`src/rtl/msi_agg_pkg.sv`:
```
package msi_agg_pkg;
  typedef enum logic [1:0] {
    REG_NONE     = 2'd0,
    REG_DOORBELL = 2'd1,
    REG_PENDING  = 2'd2,
    REG_ENABLE   = 2'd3
  } msi_region_e;
endpackage

```
`src/rtl/msi_bus_decode.sv`:
```
module msi_bus_decode
  import msi_agg_pkg::*;
#(
  parameter int NUM_VEC   = 256,
  parameter int WORD_W    = 32,
  parameter int ADDR_W    = 8,
  parameter int DB_OFS    = 'h7C,
  parameter int PEND_BASE = 'h80,
  parameter int EN_BASE   = 'hA0
) (
  input  logic [ADDR_W-1:0]                  addr,
  input  logic                               wr,
  input  logic [WORD_W-1:0]                  wdata,
  output msi_region_e                        region,
  output logic [((NUM_VEC/WORD_W)>1 ? $clog2(NUM_VEC/WORD_W) : 1)-1:0] word_idx,
  output logic [NUM_VEC-1:0]                 set_vec,
  output logic [NUM_VEC/WORD_W-1:0]          clr_sel,
  output logic [NUM_VEC/WORD_W-1:0]          en_sel
);
  localparam int NUM_WORDS = NUM_VEC / WORD_W;
  localparam int IDX_W     = (NUM_WORDS > 1) ? $clog2(NUM_WORDS) : 1;
  localparam int VEC_W     = $clog2(NUM_VEC);
  localparam int PEND_WD   = PEND_BASE / 4;
  localparam int EN_WD     = EN_BASE / 4;

  logic [31:0] addr_ext;
  logic [29:0] wd;
  logic        aligned;

  assign addr_ext = 32'(addr);
  assign wd       = addr_ext[31:2];
  assign aligned  = (addr_ext[1:0] == 2'b00);

  always_comb begin
    region   = REG_NONE;
    word_idx = '0;
    if (aligned) begin
      if (addr_ext == 32'(DB_OFS)) begin
        region = REG_DOORBELL;
      end else if (wd >= 30'(PEND_WD) && wd < 30'(PEND_WD + NUM_WORDS)) begin
        region   = REG_PENDING;
        word_idx = IDX_W'(wd - 30'(PEND_WD));
      end else if (wd >= 30'(EN_WD) && wd < 30'(EN_WD + NUM_WORDS)) begin
        region   = REG_ENABLE;
        word_idx = IDX_W'(wd - 30'(EN_WD));
      end
    end
  end

  // Doorbell: one-hot set of the named vector, out-of-range values dropped.
  always_comb begin
    set_vec = '0;
    if (wr && region == REG_DOORBELL && wdata < WORD_W'(NUM_VEC))
      set_vec[wdata[VEC_W-1:0]] = 1'b1;
  end

  for (genvar w = 0; w < NUM_WORDS; w++) begin : g_sel
    assign clr_sel[w] = wr && (region == REG_PENDING) && (word_idx == IDX_W'(w));
    assign en_sel[w]  = wr && (region == REG_ENABLE)  && (word_idx == IDX_W'(w));
  end
endmodule

```
`src/rtl/msi_vector_bank.sv`:
```
module msi_vector_bank #(
  parameter int WORD_W = 32
) (
  input  logic              clk,
  input  logic              rst_n,
  input  logic [WORD_W-1:0] set_bits,
  input  logic [WORD_W-1:0] clr_bits,
  input  logic              en_we,
  input  logic [WORD_W-1:0] en_wdata,
  output logic [WORD_W-1:0] pending,
  output logic [WORD_W-1:0] enable
);
  always_ff @(posedge clk or negedge rst_n) begin
    if (!rst_n) begin
      pending <= '0;
      enable  <= '0;
    end else begin
      pending <= (pending & ~clr_bits) | set_bits;
      if (en_we) enable <= en_wdata;
    end
  end

  // a doorbell set always lands, even against a same-cycle clear.
  p_set_lands_r2: assert property (@(posedge clk) disable iff (!rst_n)
    (set_bits != '0) |=> ((pending & $past(set_bits)) == $past(set_bits)));

  p_w1c_clears_r4: assert property (@(posedge clk) disable iff (!rst_n)
    (clr_bits != '0) |=> ((pending & $past(clr_bits & ~set_bits)) == '0));

  p_pending_holds_r9: assert property (@(posedge clk) disable iff (!rst_n)
    (set_bits == '0 && clr_bits == '0) |=> (pending == $past(pending)));

  p_enable_write_r5: assert property (@(posedge clk) disable iff (!rst_n)
    en_we |=> (enable == $past(en_wdata)));

  p_enable_holds_r5: assert property (@(posedge clk) disable iff (!rst_n)
    !en_we |=> $stable(enable));
endmodule

```
`src/rtl/msi_irq_reduce.sv`:
```
module msi_irq_reduce #(
  parameter int NUM_VEC = 256
) (
  input  logic               clk,
  input  logic               rst_n,
  input  logic [NUM_VEC-1:0] pending,
  input  logic [NUM_VEC-1:0] enable,
  output logic               irq
);
  always_ff @(posedge clk or negedge rst_n) begin
    if (!rst_n) irq <= 1'b0;
    else        irq <= |(pending & enable);
  end

  p_irq_rise_r6: assert property (@(posedge clk) disable iff (!rst_n)
    (|(pending & enable)) |=> irq);

  p_irq_quiet_r7: assert property (@(posedge clk) disable iff (!rst_n)
    !(|(pending & enable)) |=> !irq);
endmodule

```
`src/rtl/msi_doorbell_agg.sv`:
```
module msi_doorbell_agg
  import msi_agg_pkg::*;
#(
  parameter int NUM_VEC   = 256,
  parameter int WORD_W    = 32,
  parameter int ADDR_W    = 8,
  parameter int DB_OFS    = 'h7C,
  parameter int PEND_BASE = 'h80,
  parameter int EN_BASE   = 'hA0
) (
  input  logic              clk,
  input  logic              rst_n,
  input  logic [ADDR_W-1:0] bus_addr,
  input  logic              bus_wr,
  input  logic [WORD_W-1:0] bus_wdata,
  input  logic              bus_rd,
  output logic [WORD_W-1:0] bus_rdata,
  output logic              irq_out
);
  localparam int NUM_WORDS = NUM_VEC / WORD_W;
  localparam int IDX_W     = (NUM_WORDS > 1) ? $clog2(NUM_WORDS) : 1;

  msi_region_e           region;
  logic [IDX_W-1:0]      word_idx;
  logic [NUM_VEC-1:0]    set_vec;
  logic [NUM_WORDS-1:0]  clr_sel;
  logic [NUM_WORDS-1:0]  en_sel;
  logic [WORD_W-1:0]     pend_w [NUM_WORDS];
  logic [WORD_W-1:0]     en_w   [NUM_WORDS];
  logic [NUM_VEC-1:0]    pend_flat;
  logic [NUM_VEC-1:0]    en_flat;

  msi_bus_decode #(
    .NUM_VEC(NUM_VEC), .WORD_W(WORD_W), .ADDR_W(ADDR_W),
    .DB_OFS(DB_OFS), .PEND_BASE(PEND_BASE), .EN_BASE(EN_BASE)
  ) u_decode (
    .addr     (bus_addr),
    .wr       (bus_wr),
    .wdata    (bus_wdata),
    .region   (region),
    .word_idx (word_idx),
    .set_vec  (set_vec),
    .clr_sel  (clr_sel),
    .en_sel   (en_sel)
  );

  for (genvar w = 0; w < NUM_WORDS; w++) begin : g_bank
    msi_vector_bank #(.WORD_W(WORD_W)) u_bank (
      .clk      (clk),
      .rst_n    (rst_n),
      .set_bits (set_vec[w*WORD_W +: WORD_W]),
      .clr_bits (clr_sel[w] ? bus_wdata : '0),
      .en_we    (en_sel[w]),
      .en_wdata (bus_wdata),
      .pending  (pend_w[w]),
      .enable   (en_w[w])
    );
    assign pend_flat[w*WORD_W +: WORD_W] = pend_w[w];
    assign en_flat[w*WORD_W +: WORD_W]   = en_w[w];
  end

  msi_irq_reduce #(.NUM_VEC(NUM_VEC)) u_reduce (
    .clk     (clk),
    .rst_n   (rst_n),
    .pending (pend_flat),
    .enable  (en_flat),
    .irq     (irq_out)
  );

  always_ff @(posedge clk or negedge rst_n) begin
    if (!rst_n) begin
      bus_rdata <= '0;
    end else if (bus_rd) begin
      case (region)
        REG_PENDING: bus_rdata <= pend_w[word_idx];
        REG_ENABLE:  bus_rdata <= en_w[word_idx];
        default:     bus_rdata <= '0;
      endcase
    end
  end

  p_db_reads_zero_r8: assert property (@(posedge clk) disable iff (!rst_n)
    (bus_rd && bus_addr == ADDR_W'(DB_OFS)) |=> (bus_rdata == '0));

  p_rdata_holds_r8: assert property (@(posedge clk) disable iff (!rst_n)
    !bus_rd |=> $stable(bus_rdata));

  p_one_set_r2: assert property (@(posedge clk) disable iff (!rst_n)
    $onehot0(set_vec));
endmodule

```
`config.mk`:
```
export PLATFORM = sky130hd
export DESIGN_NAME = msi_doorbell_agg
export DESIGN_NICKNAME = d
export VERILOG_FILES = /design/src/rtl/msi_agg_pkg.sv /design/src/rtl/msi_bus_decode.sv /design/src/rtl/msi_vector_bank.sv /design/src/rtl/msi_irq_reduce.sv /design/src/rtl/msi_doorbell_agg.sv
export SDC_FILE = /design/constraint.sdc
export NUM_CORES = 1
export LEC_CHECK = 0
export BUFFER_PORTS_ARGS = -buffer_cell sky130_fd_sc_hd__buf_4
export CAP_MARGIN = 10
export CORE_UTILIZATION = 45
export CTS_CLUSTER_DIAMETER = 60
export CTS_CLUSTER_SIZE = 25
export DETAILED_ROUTE_END_ITERATION = 8
export HOLD_SLACK_MARGIN = 0.03
export PLACE_DENSITY = 0.63
export SYNTH_ARGS = -nofsm -noshare
export SYNTH_HDL_FRONTEND = slang
export SYNTH_SLANG_ARGS = --single-unit
```
`constraint.sdc`:
```
create_clock -name clk -period 3.2 [get_ports clk]
set_clock_uncertainty 0.1 [all_clocks]
set_input_delay 0 -clock clk [delete_from_list [all_inputs] [get_ports clk]]
set_output_delay 0 -clock clk [all_outputs]
set_load 0.01 [all_outputs]
```
==> results.txt <==
----------------------------------------------------
[Worst setup path]
  End of the worst register-to-register path ... u_reduce.irq
  CP Data Required Time ... 3.67 ns
  Type of element capturing the critical path ... register
  Number of cells traversed by the worst register-to-register path ... 5
  Type of element launching the critical path ... input port
  Critical Path Sink ... g_bank[1].u_bank.pending[27]
  Worst setup path class ... in -> reg
  Setup slack, reg-to-reg ... 0.72 ns
  Largest driver fanout on the critical path ... 19
  Data arrival at the endpoint of the critical path ... 3.20 ns
  Crit path launch ... bus_addr[3]
  Origin of the critical flop-to-flop path ... g_bank[2].u_bank.pending[2]

[Timing]
  Worst slew margin relative to its limit ... 28.6%
  Ratio of final minimum period to clock period ... 85.2%
  Final hold violation count ... 0
  Period minus WS final ... 2.73 ns
  Worst-margin pin slew ... 1.07 ns
  Final number of setup-violating endpoints ... 0
  Unrepaired setup endpoints after global routing ... no
  Achievable Freq ... 367 MHz
  Final WS setup ... 0.474 ns
  Post-Route Setup TNS ... 0 ns
  Total count of max-transition violations in the final report ... 0

[Clock network]
  Register clock-pin slew on the reported worst setup and hold paths ... 0.08 ns
  Buffer depth of the longest clock path ... 3
  CTS sink count ... 545
  CTS H-Tree Depth ... 2
  Total setup buffers inserted after CTS ... 0
  Clk root buf ... clkbuf_16
  TritonCTS clock tree ... done
  CTS resizes ... 0
  Skew-Pair Late Insertion Delay ... 0.64 ns
  Total clock buffers created by CTS ... 46
  Hold buffers post-CTS ... 42

[Floorplan]
  Floorplan die area ... 63200 um^2
  Core Rows ... 91
  Placeable core region ... 61600 um^2
  Die extent in x ... 251 um
  Die boundary height ... 251 um
  Effective utilization at floorplan ... 45.4%
  # IOs ... 77

[Yosys]
  Cell count after synthesis ... 2911
  Share of synthesized area occupied by flip-flops and latches ... 48.7%
  Yosys synthesis warning count ... 0
  Post-synthesis cell type count ... 51
  Combined area of all synthesized cells ... 28000 um^2
  Synth top area share ... 48.7%
  Cell accounting for the most synthesized area ... dfrtp_1
  Fraction of registers with async set or reset after synthesis ... 100%
  Net count after synthesis ... 2955
  Count of flip-flops with a built-in enable after synthesis ... 0
  Cells taking the most area after synthesis ... dfrtp_1, mux2_2, nand2_1, mux2i_1, clkbuf_1
  Average cell area after synthesis ... 9.62 um^2
  Register bit count reported by yosys ... 545
  Flip-flop cell with the highest count after synthesis ... dfrtp_1

[Layout]
  Number of fillers in the final layout ... 5542
  Net total in the final layout ... 2967
  Layout cells sized above 1 ... 19.9%
  Register area ... 13600 um^2
  Area added between synthesis and finish ... 14.4%
  Share of the core filled with cells in the final layout ... 52.0%
  Area occupied by multi-input gates ... 13000 um^2
  Number of non-filler instances in the completed layout ... 3799

[GRT]
  Overall track demand over capacity in global routing ... 43.7%
  Pin count of the biggest net entering global routing ... 128
  First-pass GRT wire length ... 194000 um
  Antenna violations before repair ... 11
  Overall overflow remaining after global route ... 0
  Vias in the first global route ... 24.7k

[Placement]
  Post-placement worst setup slack ... 0.625 ns
  Dpl hpwl ... 92500 um
  Number of input and output port buffers inserted ... 76
  Cell count after placement ... 3670
  RePlAce Congestion ... 1.03

[Routing]
  Post-detailed-route via-to-cell ratio ... 6.90
  Total number of vias ... 26.2k
  Mean routed wirelength per cell ... 36.5 um
  DR DRC count ... 0
  Final ANT Viol Nets ... 0
  Iteration count of the initial detailed-routing pass ... 6
  Initial DRC count ... 4037
  Wire length after detailed routing ... 139000 um

[Power]
  Maximum vdd ir drop ... 0.000572 V
  Leakage power ... 13.7 nW
  Pwr per Cell Area ... 475 nW/um^2

[Job]
  Count of maximum capacitance violations ... 0

[Run status]
  Result of the run ... finished, final reports clean

[Worst hold path]
  Worst min path class ... in -> reg

----------------------------------------------------
## cells in the final DEF, fill, tap and decap left out, types with 11 or more instances in the layout
master,count
a211o_1,17
a22o_1,64
mux2_2,285
o21ai_0,146
o2bb2ai_1,12
nand4_1,28
nor2b_1,12
nand2_1,552
a221o_1,12
nand3_1,85
o221ai_1,80
clkbuf_16,47
nor2_1,152
o21ai_1,127
buf_12,22
clkinv_8,11
a211oi_1,16
buf_4,164
a31oi_1,102
a221oi_1,70
dlygate4sd3_1,41
nor4_1,16
inv_1,106
dfrtp_1,545
mux2i_1,114
## worst min-delay path by stage
stage	end	slack, ns	from	cells after the start
detailed placement	g_bank[6].u_bank.enable[24]	-0.13	rst_n	1
CTS	bus_rdata[31]	0.03	bus_addr[2]	4
global placement	g_bank[6].u_bank.enable[24]	-0.13	rst_n	1
finish	bus_rdata[31]	0.09	bus_addr[2]	4
global route	bus_rdata[31]	0.07	bus_addr[2]	4
floorplan	bus_rdata[0]	-0.40	rst_n	0
## metrics by stage
| step | cell area [um^2] | hold slack, ns | total power (W) |
|---|---|---|---|
| after global placement | 29800 | -0.133 | 0.00859 |
| after detailed placement | 29800 | -0.132 | 0.00861 |
| final | 32000 | 0.0890 | 0.0152 |
| after global routing | 32000 | 0.0701 | 0.0155 |
| after floorplan | 28000 | -0.396 | 0.00796 |
| after CTS | 32000 | 0.0318 | 0.0152 |
## synthesized netlist by cell type (all sizes together), types with 16 or more instances
master / number
a221oi: 70
a211o: 17
nor2: 152
o21ai: 274
a22o: 64
a211oi: 16
o221ai: 80
clkbuf: 199
a31oi: 102
buf: 68
mux2: 285
dfrtp: 545
nor4: 20
nor3: 17
mux2i: 114
nand3: 85
nand2: 558
inv: 106
nand4: 28
## state kept, by name, indices dropped and copies added, names as in the netlist
register,flops
g_bank.u_bank.enable,256
u_reduce.irq,1
bus_rdata,32
g_bank.u_bank.pending,256
## worst max-delay path: stages
cell and delay, ns:
dlygate4sd3_1 0.56, buf_8 0.22, nand2_1 0.14, or4_1 0.60
nor4_2 0.18, buf_4 0.32, nand4_1 0.20, buf_4 0.25
o21ai_1 0.12, dlygate4sd3_1 0.58
## area by class of cell
class | count | area share, %
Multi-Input combinational cell | 1993 | 40.7
Sequential cell | 545 | 42.6
Clock buffer | 49 | 3.76
Antenna cell | 2 | 0.0156
Tap cell | 837 | 3.27
Clock inverter | 36 | 1.74
Timing Repair Buffer | 231 | 6.72
Inverter | 106 | 1.24
## logic make-up (layout without fill, tap and decap cells)
kind of cell	count (synthesis)	in the layout	share of synthesized area [%]
AOI/OAI and AO/OA	695	695	17.0
DFF	545	545	48.7
muxes	404	404	15.9
buffers and inverters	373	422	5.09
and+or+nand+nor	894	894	13.3
other	0	2	0
## power by group
group          total (W)  internal, W  switching, W
sequential       0.00726      0.00704      0.000225
combinational    0.00131     0.000438      0.000871
clock            0.00665      0.00342       0.00323
total             0.0152       0.0109       0.00433
## routing by layer
layer	routed length [um]	vias up	part of all wire, %	GRT usage, %
met3	19600	607	14	16.4
met5	97	-	0.070	0
met1	51300	12900	37	56.3
met4	11800	16	8.5	30.4
li1	-	10500	-	-
met2	55900	2130	40	60.4
Power figures use the tool's default switching activity.
